--- src/rtl/i2c_reg_pkg.sv ---
package i2c_reg_pkg;

    localparam int              BYTE_W   = 8;
    localparam int              CNT_W    = 4;
    localparam logic [CNT_W-1:0] BIT_LAST = CNT_W'(BYTE_W);
    localparam logic [1:0]      ADDR_FIXED = 2'b11;
    localparam logic [6:0]      GCALL_ADDR = 7'h00;

    typedef logic [BYTE_W-1:0] byte_t;

    // Engine states
    typedef enum logic [2:0] {
        ST_IDLE,
        ST_RX,
        ST_ACK,
        ST_TX,
        ST_MACK,
        ST_SKIP
    } eng_state_t;

    // Meaning of the byte currently being received
    typedef enum logic [2:0] {
        RX_ADDR,
        RX_PTR,
        RX_DATA,
        RX_GCMD,
        RX_NONE
    } rx_role_t;

    // Bus events found by the line synchronizer
    typedef struct packed {
        logic scl_rise;
        logic scl_fall;
        logic start;
        logic stop;
        logic sda;
    } bus_evt_t;

    function automatic logic [6:0] own_addr(input logic [3:0] cfg, input logic strap);
        return {ADDR_FIXED, cfg, strap};
    endfunction

endpackage

--- src/rtl/i2c_line_sync.sv ---
module i2c_line_sync
    import i2c_reg_pkg::*;
#(
    parameter int STAGES = 2
) (
    input  logic     clk,
    input  logic     rst,
    input  logic     scl_in,
    input  logic     sda_in,
    output logic     scl_lvl,
    output bus_evt_t evt
);

    logic [STAGES-1:0] scl_pipe;
    logic [STAGES-1:0] sda_pipe;
    logic              scl_d;
    logic              sda_d;
    logic              scl_s;
    logic              sda_s;

    always_ff @(posedge clk) begin
        if (rst) begin
            scl_pipe <= '1;
            sda_pipe <= '1;
            scl_d    <= 1'b1;
            sda_d    <= 1'b1;
        end else begin
            scl_pipe <= {scl_pipe[STAGES-2:0], scl_in};
            sda_pipe <= {sda_pipe[STAGES-2:0], sda_in};
            scl_d    <= scl_s;
            sda_d    <= sda_s;
        end
    end

    assign scl_s = scl_pipe[STAGES-1];
    assign sda_s = sda_pipe[STAGES-1];

    always_comb begin
        scl_lvl      = scl_s;
        evt.scl_rise = scl_s & ~scl_d;
        evt.scl_fall = ~scl_s & scl_d;
        // data edges while the clock stays high mark bus conditions
        evt.start    = scl_s & scl_d & sda_d & ~sda_s;
        evt.stop     = scl_s & scl_d & ~sda_d & sda_s;
        evt.sda      = sda_s;
    end

endmodule

--- src/rtl/i2c_byte_engine.sv ---
module i2c_byte_engine
    import i2c_reg_pkg::*;
(
    input  logic       clk,
    input  logic       rst,
    input  bus_evt_t   evt,
    input  logic [6:0] my_addr,
    input  byte_t      rd_data,
    output logic       sda_oe,
    output byte_t      ptr,
    output byte_t      wr_data,
    output logic       wr_en,
    output logic       rd_en,
    output byte_t      gc_cmd,
    output logic       gc_valid
);

    eng_state_t       st;
    rx_role_t         role;
    logic [CNT_W-1:0] cnt;
    byte_t            sh;
    logic             rd_mode;
    logic             bump;
    logic             mack;

    always_ff @(posedge clk) begin
        if (rst) begin
            st       <= ST_IDLE;
            role     <= RX_ADDR;
            cnt      <= '0;
            sh       <= '0;
            rd_mode  <= 1'b0;
            bump     <= 1'b0;
            mack     <= 1'b0;
            sda_oe   <= 1'b0;
            ptr      <= '0;
            wr_data  <= '0;
            wr_en    <= 1'b0;
            rd_en    <= 1'b0;
            gc_cmd   <= '0;
            gc_valid <= 1'b0;
        end else begin
            wr_en    <= 1'b0;
            rd_en    <= 1'b0;
            gc_valid <= 1'b0;
            if (evt.start) begin
                st     <= ST_RX;
                role   <= RX_ADDR;
                cnt    <= '0;
                sda_oe <= 1'b0;
            end else if (evt.stop) begin
                st     <= ST_IDLE;
                sda_oe <= 1'b0;
            end else begin
                case (st)
                    ST_RX: begin
                        if (evt.scl_rise && cnt < BIT_LAST) begin
                            sh  <= {sh[BYTE_W-2:0], evt.sda};
                            cnt <= cnt + 1'b1;
                        end else if (evt.scl_fall && cnt == BIT_LAST) begin
                            cnt  <= '0;
                            bump <= 1'b0;
                            case (role)
                                RX_ADDR: begin
                                    if (sh[BYTE_W-1:1] == my_addr) begin
                                        sda_oe  <= 1'b1;
                                        st      <= ST_ACK;
                                        rd_mode <= sh[0];
                                        role    <= RX_PTR;
                                    end else if (sh == {GCALL_ADDR, 1'b0}) begin
                                        sda_oe  <= 1'b1;
                                        st      <= ST_ACK;
                                        rd_mode <= 1'b0;
                                        role    <= RX_GCMD;
                                    end else begin
                                        st <= ST_SKIP;
                                    end
                                end
                                RX_PTR: begin
                                    ptr    <= sh;
                                    sda_oe <= 1'b1;
                                    st     <= ST_ACK;
                                    role   <= RX_DATA;
                                end
                                RX_DATA: begin
                                    wr_data <= sh;
                                    wr_en   <= 1'b1;
                                    bump    <= 1'b1;
                                    sda_oe  <= 1'b1;
                                    st      <= ST_ACK;
                                end
                                RX_GCMD: begin
                                    gc_cmd   <= sh;
                                    gc_valid <= 1'b1;
                                    sda_oe   <= 1'b1;
                                    st       <= ST_ACK;
                                    role     <= RX_NONE;
                                end
                                default: st <= ST_SKIP;
                            endcase
                        end
                    end
                    ST_ACK: begin
                        if (evt.scl_fall) begin
                            sda_oe <= 1'b0;
                            bump   <= 1'b0;
                            if (bump) ptr <= ptr + 1'b1;
                            if (rd_mode) begin
                                sh     <= rd_data;
                                sda_oe <= ~rd_data[BYTE_W-1];
                                rd_en  <= 1'b1;
                                cnt    <= '0;
                                st     <= ST_TX;
                            end else if (role == RX_NONE) begin
                                st <= ST_SKIP;
                            end else begin
                                st <= ST_RX;
                            end
                        end
                    end
                    ST_TX: begin
                        if (evt.scl_rise) begin
                            cnt <= cnt + 1'b1;
                        end else if (evt.scl_fall) begin
                            if (cnt == BIT_LAST) begin
                                sda_oe <= 1'b0;
                                st     <= ST_MACK;
                            end else begin
                                sh     <= {sh[BYTE_W-2:0], 1'b0};
                                sda_oe <= ~sh[BYTE_W-2];
                            end
                        end
                    end
                    ST_MACK: begin
                        if (evt.scl_rise) begin
                            mack <= ~evt.sda;
                            ptr  <= ptr + 1'b1;
                        end else if (evt.scl_fall) begin
                            if (mack) begin
                                sh     <= rd_data;
                                sda_oe <= ~rd_data[BYTE_W-1];
                                rd_en  <= 1'b1;
                                cnt    <= '0;
                                st     <= ST_TX;
                            end else begin
                                st <= ST_SKIP;
                            end
                        end
                    end
                    default: ;
                endcase
            end
        end
    end

endmodule

--- src/rtl/i2c_reg_slave.sv ---
module i2c_reg_slave
    import i2c_reg_pkg::*;
#(
    parameter int SYNC_STAGES = 2
) (
    input  logic       clk,
    input  logic       rst,
    input  logic       scl_in,
    input  logic       sda_in,
    input  logic [3:0] cfg_bits,
    input  logic       strap_pin,
    output logic       sda_oe,
    output logic [7:0] reg_addr,
    output logic [7:0] reg_wdata,
    output logic       reg_we,
    input  logic [7:0] reg_rdata,
    output logic       reg_re,
    output logic [7:0] gc_cmd,
    output logic       gc_valid
);

    bus_evt_t   evt;
    logic       scl_lvl;
    logic       start_det;
    logic       stop_det;
    logic [6:0] dev_addr;

    assign dev_addr  = own_addr(cfg_bits, strap_pin);
    assign start_det = evt.start;
    assign stop_det  = evt.stop;

    i2c_line_sync #(.STAGES(SYNC_STAGES)) u_sync (
        .clk     (clk),
        .rst     (rst),
        .scl_in  (scl_in),
        .sda_in  (sda_in),
        .scl_lvl (scl_lvl),
        .evt     (evt)
    );

    i2c_byte_engine u_engine (
        .clk      (clk),
        .rst      (rst),
        .evt      (evt),
        .my_addr  (dev_addr),
        .rd_data  (reg_rdata),
        .sda_oe   (sda_oe),
        .ptr      (reg_addr),
        .wr_data  (reg_wdata),
        .wr_en    (reg_we),
        .rd_en    (reg_re),
        .gc_cmd   (gc_cmd),
        .gc_valid (gc_valid)
    );

endmodule

--- config.mk ---
export PLATFORM = sky130hd
export DESIGN_NAME = i2c_reg_slave
export DESIGN_NICKNAME = d
export VERILOG_FILES = /design/src/rtl/i2c_reg_pkg.sv /design/src/rtl/i2c_line_sync.sv /design/src/rtl/i2c_byte_engine.sv /design/src/rtl/i2c_reg_slave.sv
export SDC_FILE = /design/constraint.sdc
export NUM_CORES = 1
export LEC_CHECK = 0
export BUFFER_PORTS_ARGS = -buffer_cell sky130_fd_sc_hd__buf_2
export CAP_MARGIN = 20
export CORE_MARGIN = 4
export CORE_UTILIZATION = 40
export CTS_CLUSTER_DIAMETER = 30
export DETAILED_ROUTE_END_ITERATION = 8
export PLACE_DENSITY_LB_ADDON = 0.3
export REMOVE_ABC_BUFFERS = 1
export SETUP_SLACK_MARGIN = 0.5
export SYNTH_ARGS = -nofsm -noshare
export SYNTH_HDL_FRONTEND = slang
export SYNTH_HIERARCHICAL = 1
export SYNTH_SLANG_ARGS = --single-unit
export TNS_END_PERCENT = 30
--- constraint.sdc ---
create_clock -name clk -period 2.8 [get_ports clk]
set_input_delay 0.28 -clock clk [delete_from_list [all_inputs] [get_ports clk]]
set_output_delay 0.28 -clock clk [all_outputs]
set_load 0.01 [all_outputs]
==> results.py <==
metrics = {
    "clock_network": {
        "htree_levels": 2,
        "hold_buffers": 0,
        "cts_root_buffer": "clkbuf_8",
        "clk_latency_ps": 310,
        "cts_resized": 0,
        "cts.sinks": 55,
        "cts_tree": "done",
        "post_cts_buffers": 0,
        "numCtsBuffers": 5,
        "ctsLongestPathBuffers": 2,
        "clkTransAtPathRegs_ps": 100,
    },
    "layout": {
        "mostFrequentLayoutCell": "dfxtp_1",
        "nets": 417,
        "regArea_mm2": 0.00110,
        "diodes": 0,
        "drive_above_1_share_pct": 21.1,
        "multiInputGateArea_mm2": 0.00178,
        "mostFrequentLayoutCells": "dfxtp_1, buf_2, nor2_1, nand2_1, a21oi_1",
        "num-fill-cells": 737,
        "area_delta_synth_final_pct": 14.9,
    },
    "drt": {
        "dr.pass1.iters": 4,
        "viasPerCell": 5.54,
        "drc_errors": 0,
        "drtIter0Drc": 139,
        "route.vias.total": 2754,
        "wl_per_cell_um": 15.6,
        "drt_wl_total_um": 7730,
        "ant_nets": 0,
    },
    "timing": {
        "hold_violations": 0,
        "setup_tns_ps": 0,
        "rsz0062_at_grt": "true",
        "tightestPinTransition_ps": 632,
        "slew_headroom_pct": 57.6,
        "finalSetupViolations": 0,
        "fmax_ghz": 0.470,
        "fin_crit_sh_pct": 76.0,
        "slew_viol_final": 0,
        "period_minus_slack_ps": 2130,
        "finalClockSkew_ps": 10.7,
    },
    "placed_design": {
        "dp_hpwl_um": 5580,
        "place.gp.congestion": 0.934,
        "port_buffers": 44,
    },
    "grt": {
        "grt_overflow_total": 0,
        "antenna_found_initial": 0,
        "grt_max_degree": 37,
        "grt_pass1_wl_um": 13100,
        "grt_use_total_pct": 18.2,
        "grt_pass1_vias": 2726,
    },
    "logic_synthesis": {
        "yosysUniqueCellTypes": 59,
        "syn-mean-instance-area_um2": 8.49,
        "synth-edff-count": 0,
        "synth_flop_cell": "dfxtp_1",
        "netlist_instances": 351,
        "synth_area_mm2": 0.00298,
        "yosysWarnings": 6,
        "async_flop_share_pct": 0,
        "seq_area_frac_synth_pct": 36.9,
        "synth_seq_cells": 55,
    },
    "critical_path": {
        "worstPathMaxFanout": 6,
        "required_ps": 3010,
        "critPathKind": "reg2reg",
        "startpoint_type": "flip-flop",
        "cp_slowest_cell": "dfxtp_1",
        "crit_arrival_ps": 2330,
        "cp-end-kind": "flip-flop",
        "path_cells": "xor2_1, nor4_1, a21oi_1, a2111o_1, a32o_1",
        "cpPeakStageDelay_ps": 490,
    },
    "pwr": {
        "p_total_mw": 1.36,
        "ir_drop_mv": 0.198,
        "power.leakage_nw": 1.42,
        "power.density_mw_per_mm2": 396,
    },
    "floorplan": {
        "die_y_um": 94.3,
        "io_pins": 45,
        "num_rows": 31,
        "die_x_um": 94.3,
        "initial_core_util_pct": 41.1,
        "core-area_mm2": 0.00725,
        "dieArea_mm2": 0.00890,
    },
    "worst_hold_path": {
        "min_path_type": "in2reg",
    },
    "status": {
        "status": "complete, no violations",
    },
    "run": {
        "max_cap_violations": 0,
    },
}
[logic make-up after synthesis]
group,count (synthesis),synth area share [%]
AOI/OAI and AO/OA,77,17.8
buffers and inverters,24,3.40
xor gates and xnor gates,8,2.35
adders and majority gates,3,1.26
muxes,27,9.40
DFF,55,36.9
and+or+nand+nor,156,28.8
other,1,0.126
[state kept, by name, summed over array words and instances (netlist names), 2 cells and up]
register and cells:
u_engine/st 3, u_engine/sh 8, u_sync/sda_pipe 2, u_sync/scl_pipe 2
u_engine/ptr 8, u_engine/role 3, u_engine/gc_cmd 8, u_engine/cnt 4
u_engine/wr_data 8
[report_power, final]
group	total [mW]	internal [mW]	switching, mW	leakage [nW]
Sequential	0.794	0.789	0.00546	0.444
Clock	0.452	0.177	0.275	0.0483
Combinational	0.110	0.0433	0.0665	0.931
Total	1.36	1.01	0.347	1.42
[cells in the mapped netlist (all sizes together) (4+ instances only)]
master	count	share of area (%)
nor3	13	2.2
or2	9	1.9
xor2	7	2.1
a211oi	5	1.3
buf	10	1.6
nand2	30	3.8
nor2b	14	2.9
nand4b	4	1.2
nor4	4	1.6
inv	7	0.88
mux2i	19	6.4
a31oi	4	0.84
nand3b	4	1.0
mux2	8	3.0
a32o	4	1.3
nand3	10	1.7
nand2b	8	1.7
nor2	35	4.4
clkbuf	7	0.88
a21oi	25	4.2
dfxtp	55	37
o21ai	14	2.4
[through the flow]
stage / worst slack (ps) / utilization (%) / cells / hold slack, ps / instance area, um^2
5_1_grt: 486 / 47.2 / 497 / 140 / 3430
2_1_floorplan: 456 / - / 335 / 349 / 2910
3_5_place_dp: 620 / 46.0 / 489 / 403 / 3340
4_1_cts: 596 / 47.2 / 497 / 132 / 3420
3_3_place_gp: 607 / 46.0 / 489 / 394 / 3340
6_report: 673 / 47.2 / 497 / 138 / 3430
[worst max-delay path, delay by kind of cell (launching register included)]
family / cells / cell delay (ps)
AOI/OAI and AO/OA: 3 / 960
xor gates and xnor gates: 1 / 110
DFF: 1 / 490
and+or+nand+nor: 1 / 470
[layout make-up]
cell class              instances  area share (%)
clock inverters                 3           0.548
multi-input cells             273            52.1
repair buffers                 55            8.84
well taps                      99            3.62
clock buffers                   5            2.01
inverters                       7           0.767
flip-flops and latches         55            32.1
[path summary, 6_finish.rpt]
check                     startpoint                 end  slack, ps  depth (start not counted)
setup reg to reg      u_engine/sh[7]      u_engine/st[2]        670                          5
hold / removal                scl_in  u_sync/scl_pipe[0]        140                          2
setup / recovery      u_engine/sh[7]      u_engine/st[2]        670                          5
hold reg to reg   u_sync/scl_pipe[0]  u_sync/scl_pipe[1]        420                          1
[per-layer routing]
| layer | vias up | GRT usage [%] | share of wire (%) | routed length (um) |
|---|---|---|---|---|
| li1 | 1359 | - | - | - |
| met1 | 1298 | 23.6 | 46 | 3590 |
| met2 | 87 | 30.4 | 47 | 3610 |
| met3 | 10 | 3.04 | 5.5 | 428 |
| met4 | 0 | 6.26 | 1.3 | 104 |
| met5 | - | 0 | 0 | 0 |
Power figures use the tool's default switching activity.
